### src/rtl/uart_rx_pkg.sv
package uart_rx_pkg;

    localparam int CHAR_W = 8;

    typedef enum logic [2:0] {
        ST_IDLE,
        ST_START,
        ST_DATA,
        ST_PAR,
        ST_STOP,
        ST_WAITHI
    } rx_state_e;

    typedef struct packed {
        logic              done;
        logic [CHAR_W-1:0] data;
        logic              par_bad;
        logic              frm_bad;
        logic              brk;
    } rx_char_t;

    function automatic logic [3:0] word_bits(input logic [1:0] len);
        return 4'd5 + {2'b00, len};
    endfunction

endpackage

### src/rtl/uart_rx_sync.sv
module uart_rx_sync #(
    parameter int STAGES = 2
) (
    input  logic clk,
    input  logic rst_n,
    input  logic din,
    output logic dout
);
    logic [STAGES-1:0] chain_q;

    generate
        if (STAGES == 1) begin : g_one
            always_ff @(posedge clk or negedge rst_n) begin
                if (!rst_n) chain_q <= '1;
                else        chain_q <= din;
            end
        end else begin : g_many
            always_ff @(posedge clk or negedge rst_n) begin
                if (!rst_n) chain_q <= '1;
                else        chain_q <= {chain_q[STAGES-2:0], din};
            end
        end
    endgenerate

    assign dout = chain_q[STAGES-1];
endmodule

### src/rtl/uart_rx_frame.sv
module uart_rx_frame
    import uart_rx_pkg::*;
#(
    parameter int OVERSAMPLE = 16
) (
    input  logic       clk,
    input  logic       rst_n,
    input  logic       tick,
    input  logic       rx,
    input  logic [1:0] cfg_len,
    input  logic       cfg_par_on,
    input  logic       cfg_par_even,
    input  logic       cfg_par_fix,
    output rx_char_t   char_o
);
    localparam int CNT_W = $clog2(OVERSAMPLE);
    localparam int MID   = OVERSAMPLE / 2;

    typedef struct packed {
        rx_state_e         st;
        logic [CNT_W-1:0]  cnt;
        logic [2:0]        idx;
        logic [CHAR_W-1:0] shreg;
        logic              par_s;
        logic              allz;
        rx_char_t          out;
    } frame_t;

    frame_t s_d, s_q;
    logic [3:0] nbits;
    logic       exp_par;
    logic       last_tick;

    always_comb begin
        nbits     = word_bits(cfg_len);
        last_tick = (s_q.cnt == CNT_W'(OVERSAMPLE - 1));
        if (cfg_par_fix) exp_par = ~cfg_par_even;
        else             exp_par = cfg_par_even ? ^s_q.shreg : ~^s_q.shreg;

        s_d          = s_q;
        s_d.out.done = 1'b0;
        unique case (s_q.st)
            ST_IDLE: begin
                if (tick && !rx) begin
                    s_d.st  = ST_START;
                    s_d.cnt = '0;
                end
            end
            ST_START: begin
                if (tick) begin
                    if (s_q.cnt == CNT_W'(MID - 1)) begin
                        s_d.cnt = '0;
                        if (rx) begin
                            s_d.st = ST_IDLE;
                        end else begin
                            s_d.st    = ST_DATA;
                            s_d.idx   = '0;
                            s_d.shreg = '0;
                            s_d.allz  = 1'b1;
                        end
                    end else begin
                        s_d.cnt = s_q.cnt + 1'b1;
                    end
                end
            end
            ST_DATA: begin
                if (tick) begin
                    if (last_tick) begin
                        s_d.cnt              = '0;
                        s_d.shreg[s_q.idx]   = rx;
                        s_d.allz             = s_q.allz & ~rx;
                        if ({1'b0, s_q.idx} == nbits - 4'd1)
                            s_d.st = cfg_par_on ? ST_PAR : ST_STOP;
                        else
                            s_d.idx = s_q.idx + 1'b1;
                    end else begin
                        s_d.cnt = s_q.cnt + 1'b1;
                    end
                end
            end
            ST_PAR: begin
                if (tick) begin
                    if (last_tick) begin
                        s_d.cnt   = '0;
                        s_d.par_s = rx;
                        s_d.allz  = s_q.allz & ~rx;
                        s_d.st    = ST_STOP;
                    end else begin
                        s_d.cnt = s_q.cnt + 1'b1;
                    end
                end
            end
            ST_STOP: begin
                if (tick) begin
                    if (last_tick) begin
                        s_d.cnt         = '0;
                        s_d.out.done    = 1'b1;
                        s_d.out.brk     = s_q.allz & ~rx;
                        s_d.out.frm_bad = ~rx & ~(s_q.allz & ~rx);
                        s_d.out.par_bad = cfg_par_on & ~(s_q.allz & ~rx)
                                        & (s_q.par_s != exp_par);
                        s_d.out.data    = (s_q.allz & ~rx) ? '0 : s_q.shreg;
                        s_d.st          = rx ? ST_IDLE : ST_WAITHI;
                    end else begin
                        s_d.cnt = s_q.cnt + 1'b1;
                    end
                end
            end
            ST_WAITHI: begin
                if (rx) s_d.st = ST_IDLE;
            end
            default: s_d.st = ST_IDLE;
        endcase
    end

    always_ff @(posedge clk or negedge rst_n) begin
        if (!rst_n) begin
            s_q       <= '0;
            s_q.st    <= ST_IDLE;
        end else begin
            s_q <= s_d;
        end
    end

    assign char_o = s_q.out;
endmodule

### src/rtl/uart_rx_status.sv
module uart_rx_status
    import uart_rx_pkg::*;
(
    input  logic              clk,
    input  logic              rst_n,
    input  rx_char_t          char_i,
    input  logic              rd_data,
    input  logic              rd_status,
    output logic [CHAR_W-1:0] hold_o,
    output logic              avail_o,
    output logic              ovr_o,
    output logic              par_o,
    output logic              frm_o,
    output logic              brk_o
);
    typedef struct packed {
        logic [CHAR_W-1:0] hold;
        logic              avail;
        logic              ovr;
        logic              par;
        logic              frm;
        logic              brk;
    } stat_t;

    stat_t r_d, r_q;

    always_comb begin
        r_d = r_q;
        if (rd_data) r_d.avail = 1'b0;
        if (rd_status) begin
            r_d.ovr = 1'b0;
            r_d.par = 1'b0;
            r_d.frm = 1'b0;
            r_d.brk = 1'b0;
        end
        if (char_i.done) begin
            if (r_q.avail && !rd_data) begin
                r_d.ovr = 1'b1;
            end else begin
                r_d.hold  = char_i.data;
                r_d.avail = 1'b1;
                r_d.par   = r_d.par | char_i.par_bad;
                r_d.frm   = r_d.frm | char_i.frm_bad;
                r_d.brk   = r_d.brk | char_i.brk;
            end
        end
    end

    always_ff @(posedge clk or negedge rst_n) begin
        if (!rst_n) r_q <= '0;
        else        r_q <= r_d;
    end

    assign hold_o  = r_q.hold;
    assign avail_o = r_q.avail;
    assign ovr_o   = r_q.ovr;
    assign par_o   = r_q.par;
    assign frm_o   = r_q.frm;
    assign brk_o   = r_q.brk;
endmodule

### src/rtl/uart_rx_core.sv
module uart_rx_core
    import uart_rx_pkg::*;
#(
    parameter int OVERSAMPLE  = 16,
    parameter int SYNC_STAGES = 2
) (
    input  logic       clk,
    input  logic       rst_n,
    input  logic       tick16,
    input  logic       rx_line,
    input  logic [1:0] cfg_len,
    input  logic       cfg_par_on,
    input  logic       cfg_par_even,
    input  logic       cfg_par_fix,
    input  logic       rd_data,
    input  logic       rd_status,
    output logic [7:0] rx_byte,
    output logic       rx_avail,
    output logic       err_overrun,
    output logic       err_parity,
    output logic       err_frame,
    output logic       brk_seen
);
    logic     rx_s;
    rx_char_t frame_char;
    logic     char_done;

    uart_rx_sync #(.STAGES(SYNC_STAGES)) u_sync (
        .clk  (clk),
        .rst_n(rst_n),
        .din  (rx_line),
        .dout (rx_s)
    );

    uart_rx_frame #(.OVERSAMPLE(OVERSAMPLE)) u_frame (
        .clk         (clk),
        .rst_n       (rst_n),
        .tick        (tick16),
        .rx          (rx_s),
        .cfg_len     (cfg_len),
        .cfg_par_on  (cfg_par_on),
        .cfg_par_even(cfg_par_even),
        .cfg_par_fix (cfg_par_fix),
        .char_o      (frame_char)
    );

    assign char_done = frame_char.done;

    uart_rx_status u_stat (
        .clk      (clk),
        .rst_n    (rst_n),
        .char_i   (frame_char),
        .rd_data  (rd_data),
        .rd_status(rd_status),
        .hold_o   (rx_byte),
        .avail_o  (rx_avail),
        .ovr_o    (err_overrun),
        .par_o    (err_parity),
        .frm_o    (err_frame),
        .brk_o    (brk_seen)
    );
endmodule

### config.mk
export PLATFORM = sky130hd
export DESIGN_NAME = uart_rx_core
export DESIGN_NICKNAME = d
export VERILOG_FILES = /design/src/rtl/uart_rx_pkg.sv /design/src/rtl/uart_rx_sync.sv /design/src/rtl/uart_rx_frame.sv /design/src/rtl/uart_rx_status.sv /design/src/rtl/uart_rx_core.sv
export SDC_FILE = /design/constraint.sdc
export NUM_CORES = 1
export LEC_CHECK = 0
export BUFFER_PORTS_ARGS = -buffer_cell sky130_fd_sc_hd__buf_2
export CORE_MARGIN = 4
export CORE_UTILIZATION = 53
export DETAILED_ROUTE_END_ITERATION = 6
export GPL_TIMING_DRIVEN = 0
export PLACE_DENSITY_LB_ADDON = 0.15
export SKIP_LAST_GASP = 1
export SLEW_MARGIN = 20
export SYNTH_ARGS = -nofsm -noshare
export SYNTH_HDL_FRONTEND = slang
export SYNTH_SLANG_ARGS = --single-unit
export TNS_END_PERCENT = 20
### constraint.sdc
create_clock -name clk -period 2.84 [get_ports clk]
set_input_delay 0.568 -clock clk [delete_from_list [all_inputs] [get_ports clk]]
set_output_delay 0.568 -clock clk [all_outputs]
set_load 0.005 [all_outputs]
==> results of run 1 <==
## power by group through the flow
stage | registers (mW) | clock network, mW | logic [mW]
after floorplan | 0.764 | 0 | 0.273
after global placement | 0.772 | 0 | 0.349
after detailed placement | 0.775 | 0 | 0.352
after CTS | 0.762 | 0.581 | 0.353
after global routing | 0.768 | 0.606 | 0.401
final | 0.762 | 0.562 | 0.350
## synthesized netlist by cell type (3+ instances only)
| cell | count | area share, % |
|---|---|---|
| dfrtp_1 | 45 | 49 |
| o21ai_0 | 29 | 6.3 |
| nand2_1 | 26 | 4.2 |
| inv_1 | 10 | 1.6 |
| clkbuf_1 | 9 | 1.5 |
| mux2_2 | 9 | 4.4 |
| nand2b_1 | 8 | 2.2 |
| xnor2_1 | 8 | 3.0 |
| a21oi_1 | 7 | 1.5 |
| nor2_1 | 7 | 1.1 |
| nand3_1 | 6 | 1.3 |
| nor3_1 | 6 | 1.3 |
| a21o_1 | 4 | 1.3 |
| a22o_1 | 4 | 1.5 |
| nand4_1 | 4 | 1.1 |
| nor2b_1 | 4 | 1.1 |
| buf_2 | 3 | 0.65 |
| nand3b_1 | 3 | 0.98 |
| nor3b_1 | 3 | 0.98 |
| o31ai_1 | 3 | 0.98 |
| or3_1 | 3 | 0.82 |
## kinds of logic (layout without fill, tap and decap cells)
group                    count (synthesis)  count (layout)  synth area share, %
AO/OA/AOI/OAI                           59              59                 15.9
multiplexers                             9               9                 4.40
AND/OR/NAND/NOR                         81              81                 19.3
adder cells (fa/ha/maj)                  2               2                 1.09
buffers and inverters                   23              54                 4.24
XOR/XNOR                                10              10                 3.81
flip-flops                              47              47                 51.2
## critical path, delay by kind of cell, from the launching register on
kind / cells / cell delay (ps)
buf+inv: 1 / 190
compound gates: 2 / 370
simple gates: 2 / 800
flops: 1 / 520
## area by class of cell
cell class	count	area, um^2
fill	366	1470
sequential	47	1180
multi-input combinational	161	1020
timing repair buffer	23	118
clock buffer	6	72.6
tap	50	62.6
clock inverter	2	60.1
buffer	13	60.1
inverter	10	37.5
## cell usage in the layout, fill, tap and decap left out, types with 7 or more instances in the layout
cell and count:
a21oi_1 7, buf_2 25, clkbuf_1 10, dfrtp_1 45, inv_1 10, mux2_2 9
nand2_1 26, nand2b_1 8, nor2_1 7, o21ai_0 29, xnor2_1 8
## registers in the layout, summed over array words and instances, names as in the netlist
register and flops:
u_frame.s_q 20, u_stat.avail_o 1, u_stat.brk_o 1, u_stat.ovr_o 1, u_frame.char_o 12, u_sync.chain_q 2
u_stat.frm_o 1, u_stat.hold_o 8, u_stat.par_o 1
## stage by stage
stage	cells	worst slack, ps	total power, mW	hold WS (ps)
2_1_floorplan	231	998	1.04	272
6_report	312	858	1.67	265
3_5_place_dp	304	861	1.13	349
5_1_grt	312	632	1.77	314
3_3_place_gp	304	879	1.12	345
4_1_cts	312	844	1.70	355
## layer usage
layer	track usage (%)	vias to the layer above	share of wire, %
li1	-	875	-
met1	22.0	779	47
met2	28.4	28	47
met3	2.74	8	3.7
met4	7.04	0	1.7
met5	0	-	0
## worst paths after layout
| kind | endpoint |
|---|---|
| max | u_frame.s_q[27] |
| min in group clk | u_sync.chain_q[1] |
| min | u_stat.ovr_o |
| min reg2reg | u_sync.chain_q[1] |
| max reg2reg | u_frame.s_q[27] |
| max in group asynchronous | u_frame.s_q[27] |
==> flow_summary.toml, run 1 <==
[timing]
setup-violations-final = 0
finalHoldViolations = 0
layout_min_cycle_time_ps = 1980
fin_setup_tns_ps = 0
slew-limit-headroom_pct = 62.1
skew_ps = 5.41
fmax_ghz = 0.505
finalCritPeriodShare_pct = 69.8
tightest_slew_ps = 568
final_max_slew_viol_count = 0
rsz0062_at_grt = "no"

[global_routing]
grt.total_usage_pct = 17.1
overflow = 0
grt_pass1_wl_mm = 7.31
antenna_found_initial = 0
grt_start_max_net_pins = 48
grt_pass1_vias = 1663

[logic_synthesis]
synth_cell_types = 44
synth.yosys.seq_area_share_pct = 51.2
synth_nets = 244
netlist_area_mm2 = 0.00230
synthCells = 231
synthFlopType = "dfrtp_1"
avgSynthCellArea_um2 = 9.96
synth-edff-count = 0
async_flop_share_pct = 100
yosysWarnings = 0
synth.ff_latch_count = 47

[job]
maxCapViolCount = 0

[die]
core_mm2 = 0.00409
ioPinCount = 24
num_rows = 23
die_w_um = 73.9
die_y_um = 73.9
initial_core_util_pct = 56.3
die_area_mm2 = 0.00546

[final_layout]
finalInstanceArea_mm2 = 0.00261
area_growth_pct = 13.6
fin_util_pct = 64.0
layout.nets = 274
antenna_cells = 0
post_route_cells_drive_above_1_share_pct = 18.7

[power_and_ir_drop]
power.density_mw_per_mm2 = 640
p_switching_mw = 0.451
switching_share_pct = 26.9
peakVddDrop_mv = 0.371
seqPwrFrac_pct = 45.5
intPower_mw = 1.22
power_frac_comb_pct = 20.9
p_clk_share_pct = 33.6
p_leak_nw = 1.23

[worst_setup_path]
reg2reg_slack_ps = 860
cp.required_ps = 3020
r2r_start = "u_sync.chain_q[1]"
arrival_ps = 2170
start_kind = "register"
endpoint_kind = "register"
crit_path_start = "u_sync.chain_q[1]"
crit_chain = "buf_2, or4b_2, nand3_2, o21ai_0, a32o_1"
cp_slowest_cell = "or4b_2"
critPathMaxStageDelay_ps = 630
path_class = "reg2reg"
r2r_cells = 5
crit_fanout = 10

[routing]
wire_per_inst_um = 13.2
vias_per_cell = 5.42
drtIter0Drc = 66
ant_nets = 0
dr.pass1.iters = 4
drc_errors = 0
wirelength_mm = 4.11
routed-via-count = 1690

[clock_network]
cts_tree = "done"
cts.sinks = 47
path_clk_slew_ps = 80
cts.repair.resized = 0
ctsHoldBuffers = 0
cts_setup_buffers = 0
clk_latency_ps = 290
cts-root-buf = "clkbuf_8"
clockBufferDepth = 2
cts_buffers = 5
htree_levels = 2

[worst_hold_path]
hp-class = "in2async"

[placement]
routabilityCongestion = 0.852
port_buffers = 23
placed_cell_area_mm2 = 0.00248
hpwl_mm = 2.99

[run_status]
outcome = "finished clean"
(Power assumes the default switching activity.)
==> run 2: changes to the inputs <==
==> constraint.sdc (replaced) <==
create_clock -name clk -period 1.9 [get_ports clk]
set_input_delay 0.38 -clock clk [delete_from_list [all_inputs] [get_ports clk]]
set_output_delay 0.38 -clock clk [all_outputs]
set_load 0.005 [all_outputs]
==> run 2 against run 1 <==
Against the previous run: global-route usage grew 0.17 points; setup slack got worse by 870 ps; the flow now finishes with violations (negative setup slack); maximum frequency grew 3.7%; die area did not move.
==> flow_summary.toml, run 2 (synthesis gave the netlist of run 1 again) <==
[die]
initial_core_util_pct = 56.3
ioPinCount = 24
die_area_mm2 = 0.00546
num_rows = 23
core_mm2 = 0.00409
die_y_um = 73.9
die_w_um = 73.9

[routing]
ant_nets = 0
drc_errors = 0
dr_wl_met2_mm = 2.01
routed-via-count = 1696
drtIter0Drc = 81
highest_layer = "met4"
wirelength_mm = 4.15
dr.pass1.iters = 4
vias_per_cell = 5.47
wl_met3_um = 152
wire_per_inst_um = 13.4
drt-met1-wl_mm = 1.91

[clock_network]
clk_latency_ps = 300
cts_buffers = 5
cts.repair.resized = 1
cts.sinks = 47
htree_levels = 2
clockBufferDepth = 2
cts-root-buf = "clkbuf_8"
ctsHoldBuffers = 0
cts_setup_buffers = 0
cts_tree = "done"
path_clk_slew_ps = 80

[global_routing]
grt_start_max_net_pins = 48
overflow = 0
grt.total_usage_pct = 17.2
grt_pass1_vias = 1673
grt_pass1_wl_mm = 7.38
antenna_found_initial = 0

[power_and_ir_drop]
p_leak_nw = 1.23
power.density_mw_per_mm2 = 958
power_mw = 2.51
peakVddDrop_mv = 0.558

[timing]
finalHoldViolations = 0
fin_setup_tns_ps = -11.1
rsz0062_at_grt = "yes"
slew-limit-headroom_pct = 62.0
fmax_ghz = 0.523
setup-violations-final = 1
finalCritPeriodShare_pct = 101
tightest_slew_ps = 570
skew_ps = 4.98
fin_hold_ws_ps = 74.4
final_max_slew_viol_count = 0
layout_min_cycle_time_ps = 1910
fin_ws_ps = -11.1

[final_layout]
finalInstanceArea_mm2 = 0.00262
antenna_cells = 0
layout.nets = 272
layout_commonest_cell = "dfrtp_1"
post_route_cells_drive_above_1_share_pct = 20.4
largest_reg_flops = 20
final_cell_mix = "dfrtp_1, o21ai_0, nand2_1, buf_2, inv_1"
fin_util_pct = 64.1
area_growth_pct = 13.8
final_cells = 310
largest-register = "u_frame.s_q"

[placement]
routabilityCongestion = 0.852
placed_cells = 304
port_buffers = 23
placed_cell_area_mm2 = 0.00248
hpwl_mm = 2.99
dp_slack_ps = -78.9

[worst_setup_path]
path_class = "reg2reg"
start_kind = "register"
endpoint_kind = "register"
cp.required_ps = 2090
arrival_ps = 2100
crit_fanout = 10

[job]
maxCapViolCount = 0

[run_status]
violations = "negative setup slack"
outcome = "finished, violations left"

[worst_hold_path]
hp-class = "in2async"
[run 2: cell type report]
type,count,area (um^2)
clock inverters,2,60.1
repair buffers,23,118
clock buffers,6,72.6
flip-flops and latches,47,1180
well taps,50,62.6
fillers,360,1470
inverters,10,37.5
multi-input cells,161,1040
plain buffers,11,53.8
[run 2: final timing paths]
check                                   from                end  slack, ps  cells past startpoint
max                        u_sync.chain_q[1]    u_frame.s_q[27]        -10                      4
min                                    rst_n       u_stat.ovr_o         70                      1
max reg2reg                u_sync.chain_q[1]    u_frame.s_q[27]        -10                      4
min reg2reg                u_sync.chain_q[0]  u_sync.chain_q[1]        360                      0
max in group asynchronous              rst_n    u_frame.s_q[19]       1430                      1
min in group clk                     rx_line  u_sync.chain_q[0]        180                      1
[run 2: worst max-delay path: stages, from the launching register on]
cell     delay [ps]
dfstp_2         640
or4b_2          630
nand3_2         160
o21ai_0         110
a32o_1          260
[run 2: power by group]
| part | total [mW] | internal [mW] | switching (mW) |
|---|---|---|---|
| Clock | 0.840 | 0.525 | 0.315 |
| Combinational | 0.500 | 0.229 | 0.271 |
| Sequential | 1.17 | 1.08 | 0.0932 |
[run 2: metal layers]
| metal | global-route usage (%) | vias up |
|---|---|---|
| li1 | - | 868 |
| met3 | 2.74 | 8 |
| met1 | 22.0 | 792 |
| met4 | 7.04 | 0 |
| met5 | 0 | - |
| met2 | 29.0 | 28 |
==> run 3: changes to the inputs <==
--- a/config.mk
+++ b/config.mk
@@ -6,11 +6,13 @@
 export NUM_CORES = 1
 export LEC_CHECK = 0
 export BUFFER_PORTS_ARGS = -buffer_cell sky130_fd_sc_hd__buf_2
+export CORE_ASPECT_RATIO = 0.6
 export CORE_MARGIN = 4
 export CORE_UTILIZATION = 53
 export DETAILED_ROUTE_END_ITERATION = 6
 export GPL_TIMING_DRIVEN = 0
 export PLACE_DENSITY_LB_ADDON = 0.15
+export REMOVE_ABC_BUFFERS = 1
 export SKIP_LAST_GASP = 1
 export SLEW_MARGIN = 20
 export SYNTH_ARGS = -nofsm -noshare
==> run 3 against run 2 <==
Against the previous run: count of clock-buffer cells in the layout unchanged; critical endpoint unchanged; design area rose by 1.1%; the flow now finishes without violations; sequential power is 3% higher; maximum frequency is 1.1% higher; setup slack gained 22 ps; combinational power increased by 3%; cell count increased by 3.2%; first-iteration DRC count rose by 20%; register-to-register slack improved by 20 ps; clock power fell by 23%; sequential share of layout area fell by 0.35 points; critical path depth did not move.
==> flow_summary.toml, run 3 (synthesis gave the netlist of run 1 again) <==
[run_status]
outcome = "finished clean"

[worst_setup_path]
arrival_ps = 2090
start_kind = "register"
endpoint_kind = "register"
cp.required_ps = 2100
crit_path_start = "u_sync.chain_q[1]"
r2r_start = "u_sync.chain_q[1]"
path_class = "reg2reg"
r2r_cells = 4
reg2reg_to = "u_frame.s_q[27]"
reg2reg_slack_ps = 10
crit_fanout = 8

[timing]
finalHoldViolations = 0
layout_min_cycle_time_ps = 1890
fin_hold_ws_ps = 55.8
finalCritPeriodShare_pct = 99.4
setup-violations-final = 0
final_max_slew_viol_count = 0
tightest_slew_ps = 572
rsz0062_at_grt = "yes"
skew_ps = 9.97
fin_ws_ps = 10.5
slew-limit-headroom_pct = 61.8
fmax_ghz = 0.529

[final_layout]
largest-register = "u_frame.s_q"
finalInstanceArea_mm2 = 0.00265
layout_commonest_cell = "dfrtp_1"
post_route_cells_drive_above_1_share_pct = 23.8
final_cells = 320
final_cell_mix = "dfrtp_1, o21ai_0, nand2_1, buf_2"
area_growth_pct = 15.1
largest_reg_flops = 20
antenna_cells = 0
fill_cells = 350
layout.nets = 272

[routing]
ant_nets = 0
dr.pass1.iters = 4
wirelength_mm = 4.75
routed-via-count = 1788
vias_per_cell = 5.59
drc_errors = 0
drtIter0Drc = 97
wire_per_inst_um = 14.8

[clock_network]
cts_buffers = 5
cts-root-buf = "clkbuf_8"
path_clk_slew_ps = 90
cts.sinks = 47
clockBufferDepth = 2
cts_tree = "done"
clk_latency_ps = 310
htree_levels = 2

[power_and_ir_drop]
peakVddDrop_mv = 0.448
power_mw = 2.36
p_leak_nw = 1.24
power.density_mw_per_mm2 = 893

[global_routing]
grt_start_max_net_pins = 48
overflow = 0
antenna_found_initial = 0
grt_pass1_vias = 1674
grt.total_usage_pct = 18.7
grt_pass1_wl_mm = 7.98

[die]
core_mm2 = 0.00414
ioPinCount = 24
initial_core_util_pct = 55.5
num_rows = 18
die_area_mm2 = 0.00549
die_y_um = 59.0
die_w_um = 93.1

[placement]
placed_cell_area_mm2 = 0.00243
dp_slack_ps = -447
hpwl_mm = 3.12
port_buffers = 23
routabilityCongestion = 0.851
placed_cells = 301

[worst_hold_path]
hp-class = "in2async"

[job]
maxCapViolCount = 0
[run 3: cell types whose count changed in the layout (fill, tap and decap cells not counted), moves of 2 or more]
cell	previous run	this run
buf_4	1	10
clkbuf_1	7	0
dfrtp_1	45	42
dfrtp_2	0	3
buf_2	24	22
bufinv_16	2	0
clkbuf_2	2	0
[run 3: worst max path at each step]
stage | endpoint | slack, ps
final | u_frame.s_q[27] | 10
after global routing | u_frame.s_q[28] | -60
after CTS | u_frame.char_o[2] | -50
after detailed placement | u_frame.char_o[2] | -450
after global placement | u_frame.char_o[2] | -430
after floorplan | u_frame.char_o[2] | -180
[run 3: stage by stage]
stage / utilization, % / TNS [ps]
after global placement: 58.7 / -1600
after CTS: 61.3 / -67.7
final: 63.9 / 0
after global routing: 63.9 / -252
after floorplan: - / -182
after detailed placement: 58.7 / -2080
[run 3: power by group]
| part | internal, mW | leakage, nW | switching, mW | total, mW |
|---|---|---|---|---|
| Combinational | 0.248 | 0.563 | 0.265 | 0.513 |
| Sequential | 1.08 | 0.631 | 0.128 | 1.21 |
| Clock | 0.297 | 0.0474 | 0.345 | 0.643 |
| Total | 1.63 | 1.24 | 0.738 | 2.36 |
[run 3: area by class of cell]
| cell class | instances | area (um^2) | share of cell area (%) |
|---|---|---|---|
| inverters | 10 | 37.5 | 1.42 |
| well taps | 60 | 75.1 | 2.84 |
| clock inverters | 2 | 16.3 | 0.614 |
| repair buffers | 33 | 205 | 7.75 |
| clock buffers | 6 | 82.6 | 3.12 |
| multi-input cells | 162 | 1050 | 39.6 |
| flip-flops and latches | 47 | 1180 | 44.7 |
[run 3: worst max-delay path: stages, from the launching register on]
cell and delay (ps):
dfstp_2 620, or4b_2 610, nand3_2 170, o21ai_0 120
a32o_1 260
[run 3: repair_timing]
action | CTS | global route
pin swaps | 0 | 2
setup endpoints to repair | 18 | 7
hold buffers | 0 | 0
gates cloned | 0 | 1
setup buffers | 0 | 10
resized for setup | 6 | 4
[run 3: per-layer routing]
layer  global-route usage, %  wire length [um]  vias to the layer above
met3                    4.44               252                        6
met4                    5.01                57                        0
li1                        -                 -                      873
met1                    28.3              2520                      862
met5                       0                 0                        -
met2                    27.0              1920                       47
